**src/rtl/ode_pkg.sv**
```systemverilog
package ode_pkg;

    // Schedule position of the shared arithmetic core.
    typedef enum logic [2:0] {
        SLOT_IDLE = 3'd0,
        SLOT_1    = 3'd1,
        SLOT_2    = 3'd2,
        SLOT_3    = 3'd3,
        SLOT_4    = 3'd4
    } slot_t;

    localparam int unsigned NUM_MUL   = 2;
    localparam int unsigned COEF_U    = 5;
    localparam int unsigned COEF_Y    = 3;

endpackage

```
**src/rtl/ode_units.sv**
```systemverilog
module ode_units #(
    parameter int unsigned W    = 16,
    parameter int unsigned NMUL = 2
) (
    input  logic [NMUL-1:0][W-1:0] mul_a,
    input  logic [NMUL-1:0][W-1:0] mul_b,
    output logic [NMUL-1:0][W-1:0] mul_y,
    input  logic [W-1:0]           add_a,
    input  logic [W-1:0]           add_b,
    output logic [W-1:0]           add_y,
    input  logic [W-1:0]           sub_a,
    input  logic [W-1:0]           sub_b,
    output logic [W-1:0]           sub_y,
    input  logic [W-1:0]           cmp_a,
    input  logic [W-1:0]           cmp_b,
    output logic                   cmp_lt
);

    // Truncating multipliers: low W bits of the product (wraparound).
    for (genvar g = 0; g < NMUL; g++) begin : g_mul
        assign mul_y[g] = mul_a[g] * mul_b[g];
    end

    assign add_y  = add_a + add_b;
    assign sub_y  = sub_a - sub_b;
    assign cmp_lt = $signed(cmp_a) < $signed(cmp_b);

endmodule

```
**src/rtl/ode_ctrl.sv**
```systemverilog
module ode_ctrl
    import ode_pkg::*;
#(
    parameter int unsigned W = 16
) (
    input  logic                      clk,
    input  logic                      rst_n,
    input  logic                      start,
    input  logic [W-1:0]              a,
    input  logic [W-1:0]              dx,
    input  logic [W-1:0]              x0,
    input  logic [W-1:0]              u0,
    input  logic [W-1:0]              y0,
    output logic [NUM_MUL-1:0][W-1:0] mul_a,
    output logic [NUM_MUL-1:0][W-1:0] mul_b,
    input  logic [NUM_MUL-1:0][W-1:0] mul_y,
    output logic [W-1:0]              add_a,
    output logic [W-1:0]              add_b,
    input  logic [W-1:0]              add_y,
    output logic [W-1:0]              sub_a,
    output logic [W-1:0]              sub_b,
    input  logic [W-1:0]              sub_y,
    output logic [W-1:0]              cmp_a,
    output logic [W-1:0]              cmp_b,
    input  logic                      cmp_lt,
    output slot_t                     slot,
    output logic                      done,
    output logic [W-1:0]              result
);

    localparam logic [W-1:0] K_U = W'(COEF_U);
    localparam logic [W-1:0] K_Y = W'(COEF_Y);

    // Continuation: slot tag plus the live fields it carries.
    typedef struct packed {
        slot_t        tag;
        logic [W-1:0] bound;
        logic [W-1:0] step;
        logic [W-1:0] xv;
        logic [W-1:0] uv;
        logic [W-1:0] yv;
        logic [W-1:0] pa;
        logic [W-1:0] pb;
        logic         below;
        logic         fin;
        logic [W-1:0] res;
    } st_t;

    st_t st_d, st_q;

    // Operand routing, a function of the held continuation only.
    always_comb begin
        mul_a = '0;
        mul_b = '0;
        add_a = '0;
        add_b = '0;
        sub_a = '0;
        sub_b = '0;
        cmp_a = '0;
        cmp_b = '0;
        case (st_q.tag)
            SLOT_1: begin
                mul_a[0] = st_q.uv;    mul_b[0] = st_q.step;
                mul_a[1] = K_U;        mul_b[1] = st_q.xv;
                add_a    = st_q.xv;    add_b    = st_q.step;
                cmp_a    = st_q.xv;    cmp_b    = st_q.bound;
            end
            SLOT_2: begin
                mul_a[0] = st_q.pa;    mul_b[0] = st_q.pb;
                mul_a[1] = K_Y;        mul_b[1] = st_q.yv;
            end
            SLOT_3: begin
                mul_a[0] = st_q.uv;    mul_b[0] = st_q.step;
                mul_a[1] = st_q.step;  mul_b[1] = st_q.pb;
                sub_a    = st_q.uv;    sub_b    = st_q.pa;
            end
            SLOT_4: begin
                add_a    = st_q.yv;    add_b    = st_q.pa;
                sub_a    = st_q.uv;    sub_b    = st_q.pb;
            end
            default: ;
        endcase
    end

    // Next continuation from the unit results.
    always_comb begin
        st_d     = st_q;
        st_d.fin = 1'b0;
        case (st_q.tag)
            SLOT_IDLE: begin
                if (start) begin
                    st_d.tag   = SLOT_1;
                    st_d.bound = a;
                    st_d.step  = dx;
                    st_d.xv    = x0;
                    st_d.uv    = u0;
                    st_d.yv    = y0;
                end
            end
            SLOT_1: begin
                st_d.pa    = mul_y[0];      // u*dx
                st_d.pb    = mul_y[1];      // 5*x
                st_d.xv    = add_y;         // x + dx
                st_d.below = cmp_lt;        // x < a
                st_d.tag   = SLOT_2;
            end
            SLOT_2: begin
                if (!st_q.below) begin
                    st_d.fin = 1'b1;
                    st_d.res = st_q.yv;
                    st_d.tag = SLOT_IDLE;
                end else begin
                    st_d.pa  = mul_y[0];    // 5*x*u*dx
                    st_d.pb  = mul_y[1];    // 3*y
                    st_d.tag = SLOT_3;
                end
            end
            SLOT_3: begin
                st_d.pa  = mul_y[0];        // u*dx
                st_d.pb  = mul_y[1];        // 3*y*dx
                st_d.uv  = sub_y;           // u - 5*x*u*dx
                st_d.tag = SLOT_4;
            end
            SLOT_4: begin
                st_d.yv  = add_y;           // y + u*dx
                st_d.uv  = sub_y;           // minus 3*y*dx
                st_d.tag = SLOT_1;
            end
            default: st_d.tag = SLOT_IDLE;
        endcase
    end

    always_ff @(posedge clk or negedge rst_n) begin
        if (!rst_n) begin
            st_q     <= '0;
            st_q.tag <= SLOT_IDLE;
        end else begin
            st_q <= st_d;
        end
    end

    assign slot   = st_q.tag;
    assign done   = st_q.fin;
    assign result = st_q.res;

endmodule

```
**src/rtl/ode_stepper.sv**
```systemverilog
module ode_stepper
    import ode_pkg::*;
#(
    parameter int unsigned W = 16
) (
    input  logic         clk,
    input  logic         rst_n,
    input  logic         start,
    input  logic [W-1:0] a,
    input  logic [W-1:0] dx,
    input  logic [W-1:0] x0,
    input  logic [W-1:0] u0,
    input  logic [W-1:0] y0,
    output logic         done,
    output logic [W-1:0] result
);

    logic [NUM_MUL-1:0][W-1:0] mul_a, mul_b, mul_y;
    logic [W-1:0]              add_a, add_b, add_y;
    logic [W-1:0]              sub_a, sub_b, sub_y;
    logic [W-1:0]              cmp_a, cmp_b;
    logic                      cmp_lt;
    slot_t                     slot_w;

    ode_ctrl #(.W(W)) u_ctrl (
        .clk    (clk),
        .rst_n  (rst_n),
        .start  (start),
        .a      (a),
        .dx     (dx),
        .x0     (x0),
        .u0     (u0),
        .y0     (y0),
        .mul_a  (mul_a),
        .mul_b  (mul_b),
        .mul_y  (mul_y),
        .add_a  (add_a),
        .add_b  (add_b),
        .add_y  (add_y),
        .sub_a  (sub_a),
        .sub_b  (sub_b),
        .sub_y  (sub_y),
        .cmp_a  (cmp_a),
        .cmp_b  (cmp_b),
        .cmp_lt (cmp_lt),
        .slot   (slot_w),
        .done   (done),
        .result (result)
    );

    ode_units #(.W(W), .NMUL(NUM_MUL)) u_units (
        .mul_a  (mul_a),
        .mul_b  (mul_b),
        .mul_y  (mul_y),
        .add_a  (add_a),
        .add_b  (add_b),
        .add_y  (add_y),
        .sub_a  (sub_a),
        .sub_b  (sub_b),
        .sub_y  (sub_y),
        .cmp_a  (cmp_a),
        .cmp_b  (cmp_b),
        .cmp_lt (cmp_lt)
    );

endmodule

```
**config.mk**
```make
export PLATFORM = sky130hd
export DESIGN_NAME = ode_stepper
export DESIGN_NICKNAME = d
export VERILOG_FILES = /design/src/rtl/ode_pkg.sv /design/src/rtl/ode_units.sv /design/src/rtl/ode_ctrl.sv /design/src/rtl/ode_stepper.sv
export SDC_FILE = /design/constraint.sdc
export NUM_CORES = 1
export LEC_CHECK = 0
export BUFFER_PORTS_ARGS = -buffer_cell sky130_fd_sc_hd__buf_4
export CAP_MARGIN = 10
export CORE_ASPECT_RATIO = 1.2
export CORE_UTILIZATION = 50
export DETAILED_ROUTE_END_ITERATION = 10
export PLACE_DENSITY = 0.7
export SYNTH_ARGS = -nofsm -noshare
export SYNTH_HDL_FRONTEND = slang
export SYNTH_SLANG_ARGS = --single-unit
```
**constraint.sdc**
```tcl
create_clock -name clk -period 6.5 [get_ports clk]
set_input_delay 0.325 -clock clk [delete_from_list [all_inputs] [get_ports clk]]
set_output_delay 0.325 -clock clk [all_outputs]
set_load 0.005 [all_outputs]
```
# Word-level counts from Yosys, hierarchy flattened
# Cells that the tools add are included.
[totals] ff_bits=133 latchBits=0 ram_bits=0 rom_bits=0 input_bits=83 output_inout_bits=17 elab_cells=54 memories=0
[classes] add_sub_neg=2 multipliers=2 div_mod_pow=0 magnitude_cmp=1 n_eq_ne=6 shifts=0 n_mux=18 bitwise=1 n_reduce_logical=13
[ops] op="one-hot mux 16 bit (2 select lines)" n=6
[ops] op="one-hot mux 32 bit (3 select lines)" n=2
[ops] op="2-to-1 mux 83 bit" n=1
[ops] op="one-hot mux 32 bit (2 select lines)" n=1
[ops] op="2-to-1 mux 16 bit" n=3
[ops] op="2-to-1 mux 17 bit" n=2
[ops] op="multiplier 16 x 16 -> 16 bit" n=2
[ops] op="2-to-1 mux 32 bit" n=1
[ops] op="adder 16 bit" n=1
[ops] op="less-than comparator 16 bit" n=1
[ops] op="subtractor 16 bit" n=1
[ops] op="one-hot mux 3 bit (5 select lines)" n=1
[ops] op="AND reduction 2 bit" n=6
[ops] op="nonzero test 2 bit" n=4
[ops] op="equality test 3 x 2 -> 1 bit, second input constant" n=2
[ops] op="OR reduction 2 bit" n=2
[ops] op="equality test 3 x 1 -> 1 bit, second input constant" n=1
[ops] op="equality test 3 bit, second input constant" n=1
[ops] op="zero test 3 bit" n=1
[ops] op="2-to-1 mux 2 bit" n=1
[ops] op="inequality test 2 x 1 -> 1 bit, second input constant" n=1
[ops] op="inequality test 2 bit, second input constant" n=1
[ops] op="NOT 1 bit" n=1

# Longest topological paths before layout
# Gate-level depths: netlist of the first run.
[logic_depth] depth_word=5 mapped_depth=32 depth_no_buf=28

# Hierarchy
# From an unflattened synthesis of the first run, not the netlist that was laid out.
[hier_totals] cells_unflattened=1867 hier_area_um2=17038.8
[modules_own_cells] module="ode_units" n_inst=1 cells_per_inst=1177 area_per_inst_um2=9606.7 seq_area_each_um2=0.0
[modules_own_cells] module="ode_ctrl" n_inst=1 cells_per_inst=690 area_per_inst_um2=7432.1 seq_area_each_um2=3328.2

# Worst setup path before layout of the first run
# OpenSTA, ideal clock, no wires.
[synth_path] kind="register to register" from="register u_ctrl.st_q, in the netlist u_ctrl.slot[0]" to="register u_ctrl.st_q[33] in the netlist's numbering" setup_ns=0.129 t_arrival_ns=6.499 required_time_ns=6.371 setup_slack_ns=-0.128 path_stages_with_launch=32 path_buffers=5 period_less_slack_ns=6.628 cell_sequence="dfrtp_1 and2b_4 buf_6 buf_8 buf_4 buf_2 clkbuf_1 a22oi_1 nor2_1 fa_1 inv_1 fa_1 inv_1 ha_1 inv_1 fa_1 inv_1 fa_1 inv_1 fa_1 inv_1 ha_1 or3_1 a311o_1 a31oi_1 nor2b_1 o21a_1 o21ai_0 nand2b_1 a21oi_1 xnor2_1 o21ai_1"
[synth_via] elab_chain_cells=5 word_cells_on_any_way=12 classes_between="mul (1); eq/ne (4); mux (4); reduce/logical (3)"
[synth_lines] item="from (decl)" line="ode_ctrl.sv:49" source="st_t st_d, st_q;"
[synth_lines] item="from (signal assigned)" line="ode_ctrl.sv:138" source="st_q <= st_d;"
[synth_lines] item="equality test 3 x 2 -> 1 bit or equality test 3 x 1 -> 1 bit (tied branches)" line="ode_ctrl.sv:61, ode_ctrl.sv:89"
[synth_lines] item="one-hot mux 32 bit (3 select lines)" line="ode_ctrl.sv:61" source="case (st_q.tag)"
[synth_lines] item="multiplier 16 x 16 -> 16 bit" line="ode_units.sv:21" source="assign mul_y[g] = mul_a[g] * mul_b[g];"
[synth_lines] item="2-to-1 mux 32 bit" line="ode_ctrl.sv:108" source="if (!st_q.below) begin"
[synth_lines] item="one-hot mux 32 bit (2 select lines)" line="ode_ctrl.sv:89" source="case (st_q.tag)"
# Several ways; a longest one is shown, not always the timed one. The select of a mux whose other input is x is not followed.
# A chain may end at the register's enable or synchronous reset.

# Final worst setup path of the first run
[layout_path] from="register u_ctrl.st_q, in the netlist u_ctrl.slot[1]" to="register u_ctrl.st_q[33] in the netlist's numbering"
# Same word-level chain as after synthesis.

==> results of run 1 <==
==> where the power goes <==
group	internal [mW]	leakage, nW	switching (mW)
Combinational	2.30	7.15	3.24
Clock	0.516	0.278	0.463
Sequential	1.20	1.66	0.601
Total	4.02	9.09	4.30
==> cell usage after synthesis (all sizes together) (42+ instances only) <==
cell and number:
buf 42, a22oi 63, nor2 182, nand2 288, clkbuf 57, fa 162, a21oi 52, xnor2 65
o21ai 70, ha 143, dfrtp 133, inv 256
==> how the worst max path moves through the flow <==
stage | start | to | slack, ns | cells past startpoint
after detailed placement | u_ctrl.slot[1]$_DFFE_PN0P_ | u_ctrl.st_q[33]$_DFFE_PN0P_ | 0.12 | 27
after global routing | u_ctrl.slot[1]$_DFFE_PN0P_ | u_ctrl.st_q[49]$_DFFE_PN0P_ | -0.004 | 26
final | u_ctrl.slot[1]$_DFFE_PN0P_ | u_ctrl.st_q[33]$_DFFE_PN0P_ | 0.23 | 25
after global placement | u_ctrl.slot[1]$_DFFE_PN0P_ | u_ctrl.st_q[33]$_DFFE_PN0P_ | 0.16 | 27
after CTS | u_ctrl.slot[2]$_DFFE_PN0P_ | u_ctrl.st_q[48]$_DFFE_PN0P_ | 0.11 | 23
after floorplan | u_ctrl.slot[0]$_DFFE_PN0P_ | u_ctrl.st_q[33]$_DFFE_PN0P_ | 0.05 | 31
==> through the flow <==
| step | power [mW] | cell area, um2 | TNS (ns) |
|---|---|---|---|
| floorplan | 5.24 | 16400 | 0 |
| global placement | 7.01 | 17800 | 0 |
| detailed placement | 7.12 | 17800 | 0 |
| CTS | 8.14 | 18400 | 0 |
| global route | 8.95 | 18700 | -0.00427 |
| finish | 8.32 | 18700 | 0 |
==> worst max-delay path: stages, from the launching register on <==
cell and delay (ns):
dfrtp_2 0.49, buf_8 0.16, inv_1 0.15, buf_4 0.23, nand3_1 0.09, a21oi_1 0.22, buf_4 0.21, nand2_1 0.08
fa_1 0.50, inv_1 0.06, fa_1 0.50, inv_1 0.06, fa_1 0.55, fa_1 0.45, fa_1 0.46, fa_1 0.42
xnor2_2 0.16, xnor2_1 0.19, xnor2_1 0.15, xnor2_1 0.16, xnor2_1 0.16, xnor2_1 0.11, xnor2_1 0.22, buf_4 0.16
xnor2_1 0.10, o21ai_1 0.07
==> layout make-up <==
cell class / instances / area (um2)
Fill cell: 2915 / 13500
Multi-Input combinational cell: 1420 / 11700
Sequential cell: 133 / 3330
Timing Repair Buffer: 202 / 1630
Inverter: 256 / 965
Tap cell: 407 / 509
Clock buffer: 18 / 439
Clock inverter: 14 / 133
Timing Repair inverter: 1 / 7.51
==> cells by family after synthesis <==
group | share of synthesized area
flops | 0.203
compound gates | 0.148
mux | 0.0277
fa+ha+maj | 0.307
buf+inv | 0.0905
xor+xnor | 0.0533
simple gates | 0.170
==> flip-flops by register name, indices dropped and copies added (netlist names) <==
name           flops
u_ctrl.st_q      113
u_ctrl.result     16
u_ctrl.slot        3
u_ctrl.done        1
==> layer usage <==
layer  wire length, um  vias to the layer above  GRT usage
li1                  -                     6479          -
met5                 0                        -          0
met3              3260                      170     0.0476
met4              3310                        0      0.199
met2             25900                      617      0.559
met1             21200                     7020      0.406
==> what timing repair did <==
item | 4_1_cts | 5_1_grt
endpoints found under the setup margin | 0 | 6
gates resized for setup | 0 | 34
endpoints found under the hold margin | 71 | 0
hold buffers | 1 | 0
buffers inserted | 0 | 13
==> results.md, run 1 <==
* Netlist Area Pre-Place at 16400 um2
* Hold Crit Start: a[14]
* First-pass GRT wire length at 83600 um
* Finished Layout Cells at 2451
* Die extent in y at 200 um
* Max-slew violation count at 0
* Worst-path clk slew at 0.07 ns
* Hold path cells at 3
* H-tree Lvls at 4
* Mapped Cells at 1908
* Skew-Pair Late Insertion Delay at 0.47 ns
* CP Capture Type: flip-flop
* Layout cells sized above 1 at 0.164
* Hold/Removal Path Class: primary input to flip-flop
* Via count at 14286
* Total congestion overflow at 0
* Nets at 2419
* Critical path required time at 6.80 ns
* Routed vias/inst at 5.83
* GRT Total Usage at 0.333
* Post-route minimum period at 6.27 ns
* CTS buffer count at 17
* Clock sink count at 133
* Vias in the first global route at 14770
* Reg2reg end: u_ctrl.st_q[33]$_DFFE_PN0P_
* Yosys cell types at 69
* Ant. Diodes at 0
* FP Rows at 72
* Fmax at 159 MHz
* Dpl cells at 2402
* Final Hold Fails at 0
* Share of the synthesized area in the top cell type at 0.203
* Largest net degree at the start of global routing at 73
* Crit Path Category: flip-flop to flip-flop
* Max_slew headroom at 0.260
* MaxCap Viol Count at 0
* Crit path DAT at 6.57 ns
* IO Pins at 100
* Area growth from synthesis to layout at 14.3%
* Post-Syn Nets at 2296
* Slew @ Worst Pin at 1.11 ns
* Pwr Density at 445 nW/um2
* Placer Congestion at 1.00
* Setup Skew at 0.0119 ns
* CP Launch Type: flip-flop
* Area of the die at 33500 um2
* Worst vdd ir at 365 uV
* Antenna-violating nets left at 0
* Largest cells by area after synthesis: dfrtp_1 (20%), fa_1 (20%), ha_1 (11%)
* Die X at 167 um
* Most frequent cells in the layout: nand2_1 (283), inv_1 (255), buf_4 (189)
* Setup Slack @ Placement at 0.121 ns
* Commonest non-fill, non-tap cell in the layout: nand2_1
* Utilization after layout at 0.580
* Post-DP HPWL at 43000 um
* Prevailing post-synth register cell: dfrtp_1
* FF-to-FF Start: u_ctrl.slot[1]$_DFFE_PN0P_
* CORE AREA at 32300 um2
* Drc violations at 0
* Final setup fails at 0
* Avg Cell Area, Syn at 8.58 um2
* Period utilization at 0.965
* Hold-critical path endpoint: u_ctrl.st_q[128]$_DFFE_PN0P_
* Root buffer cell: clkbuf_16
* Yosys reg bits at 133
* Final wirelength at 53700 um
* Fin worst setup slack at 0.228 ns
* Status: finished clean
* CTS tree: done
* Synth async-reset ratio at 1.00
* DR pass1 iterations at 6
* I/O Buffers at 99
* Worst R2R Setup Slack at 0.23 ns
* Initial antenna violation count at 0
* Post-synthesis sequential area ratio at 0.203
* Area leader, netlist: dfrtp_1
* Crit Path Max Fanout at 16
* DR WL/cell at 21.9 um
* DRT iter0 DRCs at 1126
* Synth warn at 0
* Clk buf depth at 2
* Pleak at 9.09 nW
* Starting Density at 0.508
* WHS at 0.0416 ns
* Number of flops mapped to enable cells by yosys at 0
* Worst r2r path cells at 25
Note: power is estimated with default switching activity, not from simulation.
==> run 2, diff against run 1 <==
--- a/config.mk
+++ b/config.mk
@@ -11,6 +11,8 @@
 export CORE_UTILIZATION = 50
 export DETAILED_ROUTE_END_ITERATION = 10
 export PLACE_DENSITY = 0.7
+export SLEW_MARGIN = 20
 export SYNTH_ARGS = -nofsm -noshare
 export SYNTH_HDL_FRONTEND = slang
+export SYNTH_HIERARCHICAL = 1
 export SYNTH_SLANG_ARGS = --single-unit
==> run 2 against run 1 <==
  * Sequential share of layout area is 0.18 points lower
  * Via count is 5.3% lower
  * Die area is 3.9% higher
  * Total power is 14% higher
  * Sequential cell count stayed put
  * Sequential power hardly changed
  * Worst setup slack better by 0.053 ns
  * Non-clock buffer count is 43 lower
==> results.md, run 2 <==
* Status: finished clean
* Area of the multi-input gates at 12100 um2
* CP startpoint: u_ctrl/slot[0]$_DFFE_PN0P_
* GRT met2 Usage at 0.504
* M3 GR Usage at 0.0331
* Antenna-violating nets left at 0
* Netlist Area Pre-Place at 17000 um2
* Mapped Cells at 1864
* CP Capture Type: flip-flop
* Crit Path Max Fanout at 21
* Max_slew headroom at 0.255
* Critical path required time at 6.82 ns
* Fmax at 161 MHz
* Final Hold Fails at 0
* Initial antenna violation count at 0
* Post-route cell area at 18900 um2
* MaxCap Viol Count at 0
* Clock sink count at 133
* Root buffer cell: clkbuf_16
* Die X at 170 um
* Area growth from synthesis to layout at 11.1%
* Skew-Pair Late Insertion Delay at 0.43 ns
* Total power at 9.50 mW
* Pleak at 9.02 nW
* CTS tree: done
* Layout cells sized above 1 at 0.186
* I/O Buffers at 99
* Period utilization at 0.957
* Vias in the first global route at 14102
* Placed cell area at 18200 um2
* Final wirelength at 47900 um
* Worst vdd ir at 300 uV
* CTS buffer count at 17
* H-tree Lvls at 4
* Post-Syn Nets at 2252
* Largest net degree at the start of global routing at 81
* Avg Cell Area, Syn at 9.13 um2
* Hold Crit Start: y0[1]
* Clk buf depth at 2
* Global route hottest layer: met2
* Total congestion overflow at 0
* FP Rows at 73
* Pwr Density at 502 nW/um2
* Final setup fails at 0
* Most frequent cells in the layout: inv_1 (287), nand2_1 (190), and2_1 (186)
* Crit path DAT at 6.54 ns
* Slew @ Worst Pin at 1.11 ns
* DR WL/cell at 20.0 um
* Starting Density at 0.510
* Die extent in y at 204 um
* Register area at 3330 um2
* FF-to-FF Start: u_ctrl/slot[0]$_DFFE_PN0P_
* Routed vias/inst at 5.65
* Post-DP HPWL at 37800 um
* Worst-path clk slew at 0.07 ns
* Nets at 2320
* Hold/Removal Path Class: primary input to flip-flop
* Area of the die at 34800 um2
* IO Pins at 100
* CORE AREA at 33300 um2
* GRT Total Usage at 0.286
* Post-route minimum period at 6.22 ns
* Max-slew violation count at 0
* Max reg flops at 113
* FILL cells at 2950
* Synth warn at 6
* DRT iter0 DRCs at 925
* Met1 GRT Util at 0.350
* Crit Path Category: flip-flop to flip-flop
* Placer Congestion at 0.979
* Drc violations at 0
* First-pass GRT wire length at 76100 um
* Biggest register: u_ctrl/st_q
* Via count at 13532
* Setup Skew at 0.0156 ns
* Commonest non-fill, non-tap cell in the layout: inv_1
* DR pass1 iterations at 6
* CP Launch Type: flip-flop
[run 2: layout make-up]
class	count	area share
Antenna cell	1	0.000132
Clock buffer	17	0.0225
Clock inverter	15	0.00986
Inverter	287	0.0570
Multi-Input combinational cell	1334	0.640
Sequential cell	133	0.176
Tap cell	450	0.0298
Timing Repair Buffer	159	0.0645
[run 2: worst max-delay path, cell delays in order, from the launching register on]
cell and delay (ns):
dfrtp_2 0.44, buf_4 0.22, and3b_2 0.34, and2_1 0.28, buf_4 0.21, and2_1 0.16
fa_1 0.53, inv_1 0.05, fa_1 0.48, inv_1 0.05, ha_1 0.27, ha_1 0.28
inv_1 0.04, fa_1 0.44, fa_1 0.49, inv_1 0.05, ha_1 0.33, nand3_1 0.09
o22ai_1 0.08, or3_1 0.32, a21oi_1 0.27, o31ai_1 0.12, a21oi_1 0.20, xnor2_1 0.09
mux2_2 0.26
[run 2: timing repair]
item | 4_1_cts | 5_1_grt
endpoints found under the hold margin | 64 | 0
setup endpoints to repair | 0 | 6
setup buffers | 0 | 1
hold buffers | 1 | 0
resized for setup | 0 | 27
[run 2: final timing paths]
check,endpoint,slack [ns],cells after the start
min in group asynchronous,u_ctrl/st_q[118]$_DFFE_PN0P_,0.44,2
worst max register to register,u_ctrl/st_q[33]$_DFFE_PN0P_,0.28,24
worst min-delay path,u_ctrl/st_q[51]$_DFFE_PN0P_,0.12,3
worst min register to register,u_ctrl/result[10]$_DFFE_PN0P_,0.49,1
max in group asynchronous,u_ctrl/slot[2]$_DFFE_PN0P_,4.66,3
worst max-delay path,u_ctrl/st_q[33]$_DFFE_PN0P_,0.28,24
[run 2: layer usage]
metal,share of wire,vias up,wire [um]
met5,0,-,0
met4,0.044,0,2090
met3,0.053,128,2560
met2,0.51,532,24200
met1,0.40,6672,19000
li1,-,6200,-
[run 2: per-stage QoR]
stage	utilization	std cells	setup TNS [ns]	hold WS, ns	setup slack (ns)
after floorplan	-	1864	0	0.0294	0.332
after global placement	0.546	2360	0	0.355	0.255
after detailed placement	0.546	2360	0	0.361	0.0865
after CTS	0.565	2393	0	0.109	0.0989
after global routing	0.567	2395	-0.00261	0.113	-0.00261
final	0.567	2396	0	0.116	0.281
[run 2: where the power goes]
part | switching, mW | total, mW | internal [mW] | leakage, nW
Combinational | 3.75 | 6.68 | 2.93 | 7.09
Clock | 0.457 | 1.04 | 0.586 | 0.300
Sequential | 0.545 | 1.77 | 1.23 | 1.62
==> run 3, diff against run 2 <==
--- a/config.mk
+++ b/config.mk
@@ -10,7 +10,8 @@
 export CORE_ASPECT_RATIO = 1.2
 export CORE_UTILIZATION = 50
 export DETAILED_ROUTE_END_ITERATION = 10
-export PLACE_DENSITY = 0.7
+export MAX_ROUTING_LAYER = met4
+export PLACE_DENSITY = 0.68
 export SLEW_MARGIN = 20
 export SYNTH_ARGS = -nofsm -noshare
 export SYNTH_HDL_FRONTEND = slang
==> constraint.sdc (replaced) <==
create_clock -name clk -period 7.3 [get_ports clk]
set_input_delay 0.365 -clock clk [delete_from_list [all_inputs] [get_ports clk]]
set_output_delay 0.365 -clock clk [all_outputs]
set_load 0.005 [all_outputs]
==> run 3 against run 2 <==
  * The flow now finishes with violations (hold timing)
  * Clock-buffer cell count stayed put
  * Hold slack worse by 0.13 ns
  * Non-clock buffer count is 27 lower
  * Cell area is 1.3% lower
  * Sequential share of layout area is 0.23 points higher
  * Clock power is 8% lower
  * Worst setup slack better by 0.28 ns
  * Total power is 12% lower
  * Critical path type unchanged
  * Largest cell class unchanged
==> results.md, run 3 (same netlist as run 2, synthesis figures left out) <==
* DR WL/cell at 19.8 um
* FF-to-FF Start: u_ctrl/slot[0]$_DFFE_PN0P_
* Net Sw Frac at 0.503
* P_sw at 4.20 mW
* Via count at 13508
* Clk buf depth at 2
* Post-DP HPWL at 36600 um
* Nets at 2293
* FP Rows at 73
* Worst-path clk slew at 0.08 ns
* Area of the die at 34800 um2
* DRT iter0 DRCs at 916
* CTS tree: done
* Crit path DAT at 7.04 ns
* Clock power share at 0.114
* Post-CTS setup buffers at 0
* Largest net degree at the start of global routing at 81
* Period utilization at 0.923
* Reg2reg end: u_ctrl/st_q[49]$_DFFE_PN0P_
* Setup Skew at 0.0220 ns
* Worst r2r path cells at 22
* Worst R2R Setup Slack at 0.56 ns
* Total power at 8.35 mW
* Final wirelength at 47000 um
* Pleak at 8.87 nW
* MaxCap Viol Count at 0
* Placer Congestion at 0.955
* Slew @ Worst Pin at 1.14 ns
* Final TNS setup at 0 ns
* Max-slew violation count at 0
* Pwr Density at 448 nW/um2
* CP Capture Type: flip-flop
* Commonest non-fill, non-tap cell in the layout: inv_1
* Routed vias/inst at 5.70
* Initial antenna violation count at 0
* CP Cell Sequence: buf_12, nor3b_2, buf_4, a22o_1, and2_1, fa_1, fa_1, ha_1, fa_1, inv_1, fa_1, fa_1, inv_1, ha_1, nand3_1, o22ai_1, nor4_1, nor2_1, a311o_1, a21oi_1, xnor2_1, mux2_2
* Starting Density at 0.510
* Drc violations at 0
* Crit path top cell by count: fa_1
* Max reg flops at 113
* Post-cts resize count at 0
* I/O Buffers at 99
* Failing checks: hold timing
* Comb power frac at 0.693
* First-pass GRT wire length at 75300 um
* Die extent in y at 204 um
* Vias in the first global route at 14115
* CP max stage delay at 0.54 ns
* Status: finished, violations left
* RSZ-0062 raised after global routing: no
* CP Launch Type: flip-flop
* IO Pins at 100
* Layout cells sized above 1 at 0.163
* CTS buffer count at 17
* Final setup fails at 0
* Antenna-violating nets left at 0
* GRT Total Usage at 0.291
* Hold/Removal Path Class: primary input to asynchronous set/reset pin
* Register area at 3330 um2
* FILL cells at 2996
* Biggest register: u_ctrl/st_q
* Total congestion overflow at 0
* Utilization after layout at 0.560
* CORE AREA at 33300 um2
* Area growth from synthesis to layout at 9.69%
* Sequential Power Share at 0.192
* Skew-Pair Late Insertion Delay at 0.43 ns
* H-tree Lvls at 4
* Hold buffers post-CTS at 0
* Crit Path Max Fanout at 47
* Die X at 170 um
* Area of the multi-input gates at 12100 um2
* Critical path required time at 7.61 ns
* Cell-internal power at 4.15 mW
* Root buffer cell: clkbuf_16
* Worst vdd ir at 227 uV
* Crit Path Category: flip-flop to flip-flop
* Slowest stage cell, crit path: dfrtp_2
* Max_slew headroom at 0.236
* Post-route minimum period at 6.74 ns
* Clock sink count at 133
* Most frequent cells in the layout: inv_1 (287), nand2_1 (191), and2_1 (189)
* Fmax at 148 MHz
* DR pass1 iterations at 5
* Final Hold Fails at 3
* WHS at -0.0153 ns
[run 3: changes by cell type in the layout (fill, tap and decap cells not counted), moves of 2 or more]
cell,previous run,this run
buf_4,154,130
a22o_1,41,50
a22o_2,9,0
nor2_1,76,80
nor2_2,5,1
and2_1,186,189
and2_2,3,0
buf_6,3,1
nor2b_1,8,10
nor2b_2,4,2
[run 3: worst max path at each step]
| stage | start | to |
|---|---|---|
| floorplan | u_ctrl/slot[0]$_DFFE_PN0P_ | u_ctrl/st_q[49]$_DFFE_PN0P_ |
| global placement | u_ctrl/slot[0]$_DFFE_PN0P_ | u_ctrl/st_q[49]$_DFFE_PN0P_ |
| detailed placement | u_ctrl/slot[0]$_DFFE_PN0P_ | u_ctrl/st_q[49]$_DFFE_PN0P_ |
| CTS | u_ctrl/slot[0]$_DFFE_PN0P_ | u_ctrl/st_q[49]$_DFFE_PN0P_ |
| global route | u_ctrl/slot[0]$_DFFE_PN0P_ | u_ctrl/st_q[49]$_DFFE_PN0P_ |
| finish | u_ctrl/slot[0]$_DFFE_PN0P_ | u_ctrl/st_q[49]$_DFFE_PN0P_ |
[run 3: critical path, delay by kind of cell (launching register included)]
family / cells / cell delay (ns)
AO/OA/AOI/OAI: 4 / 1.11
XOR/XNOR: 1 / 0.11
adder cells (fa/ha/maj): 7 / 2.93
buffers and inverters: 4 / 0.61
flip-flops: 1 / 0.54
multiplexers: 1 / 0.27
AND/OR/NAND/NOR: 5 / 1.02
[run 3: area by class of cell]
class	count	share of cell area
Multi-Input combinational cell	1334	0.646
Timing Repair Buffer	132	0.0540
Clock buffer	17	0.0228
Antenna cell	1	0.000134
Clock inverter	15	0.0110
Tap cell	450	0.0302
Sequential cell	133	0.179
Inverter	287	0.0577
[run 3: power groups by stage]
stage | Clock (mW) | Sequential, mW | Combinational [mW]
global placement | 0 | 1.59 | 5.61
finish | 0.956 | 1.61 | 5.79
detailed placement | 0 | 1.59 | 5.73
CTS | 0.969 | 1.58 | 5.77
floorplan | 0 | 1.28 | 4.43
global route | 0.993 | 1.62 | 6.44
[run 3: metrics by stage]
stage,setup WS (ns),area (um2),std cells
after floorplan,1.13,17000,1864
after global placement,0.772,18000,2336
after detailed placement,0.544,18000,2336
after CTS,0.584,18700,2368
after global routing,0.216,18700,2368
final,0.565,18700,2369
[run 3: routing by layer]
metal  share of wire  up-vias  wire (um)  global-route usage
met5               0        -          0                   -
met4           0.045        0       2110               0.138
met3           0.062      146       2890              0.0337
met2            0.49      522      23000               0.484
met1            0.40     6697      18900               0.352
li1                -     6143          -                   -
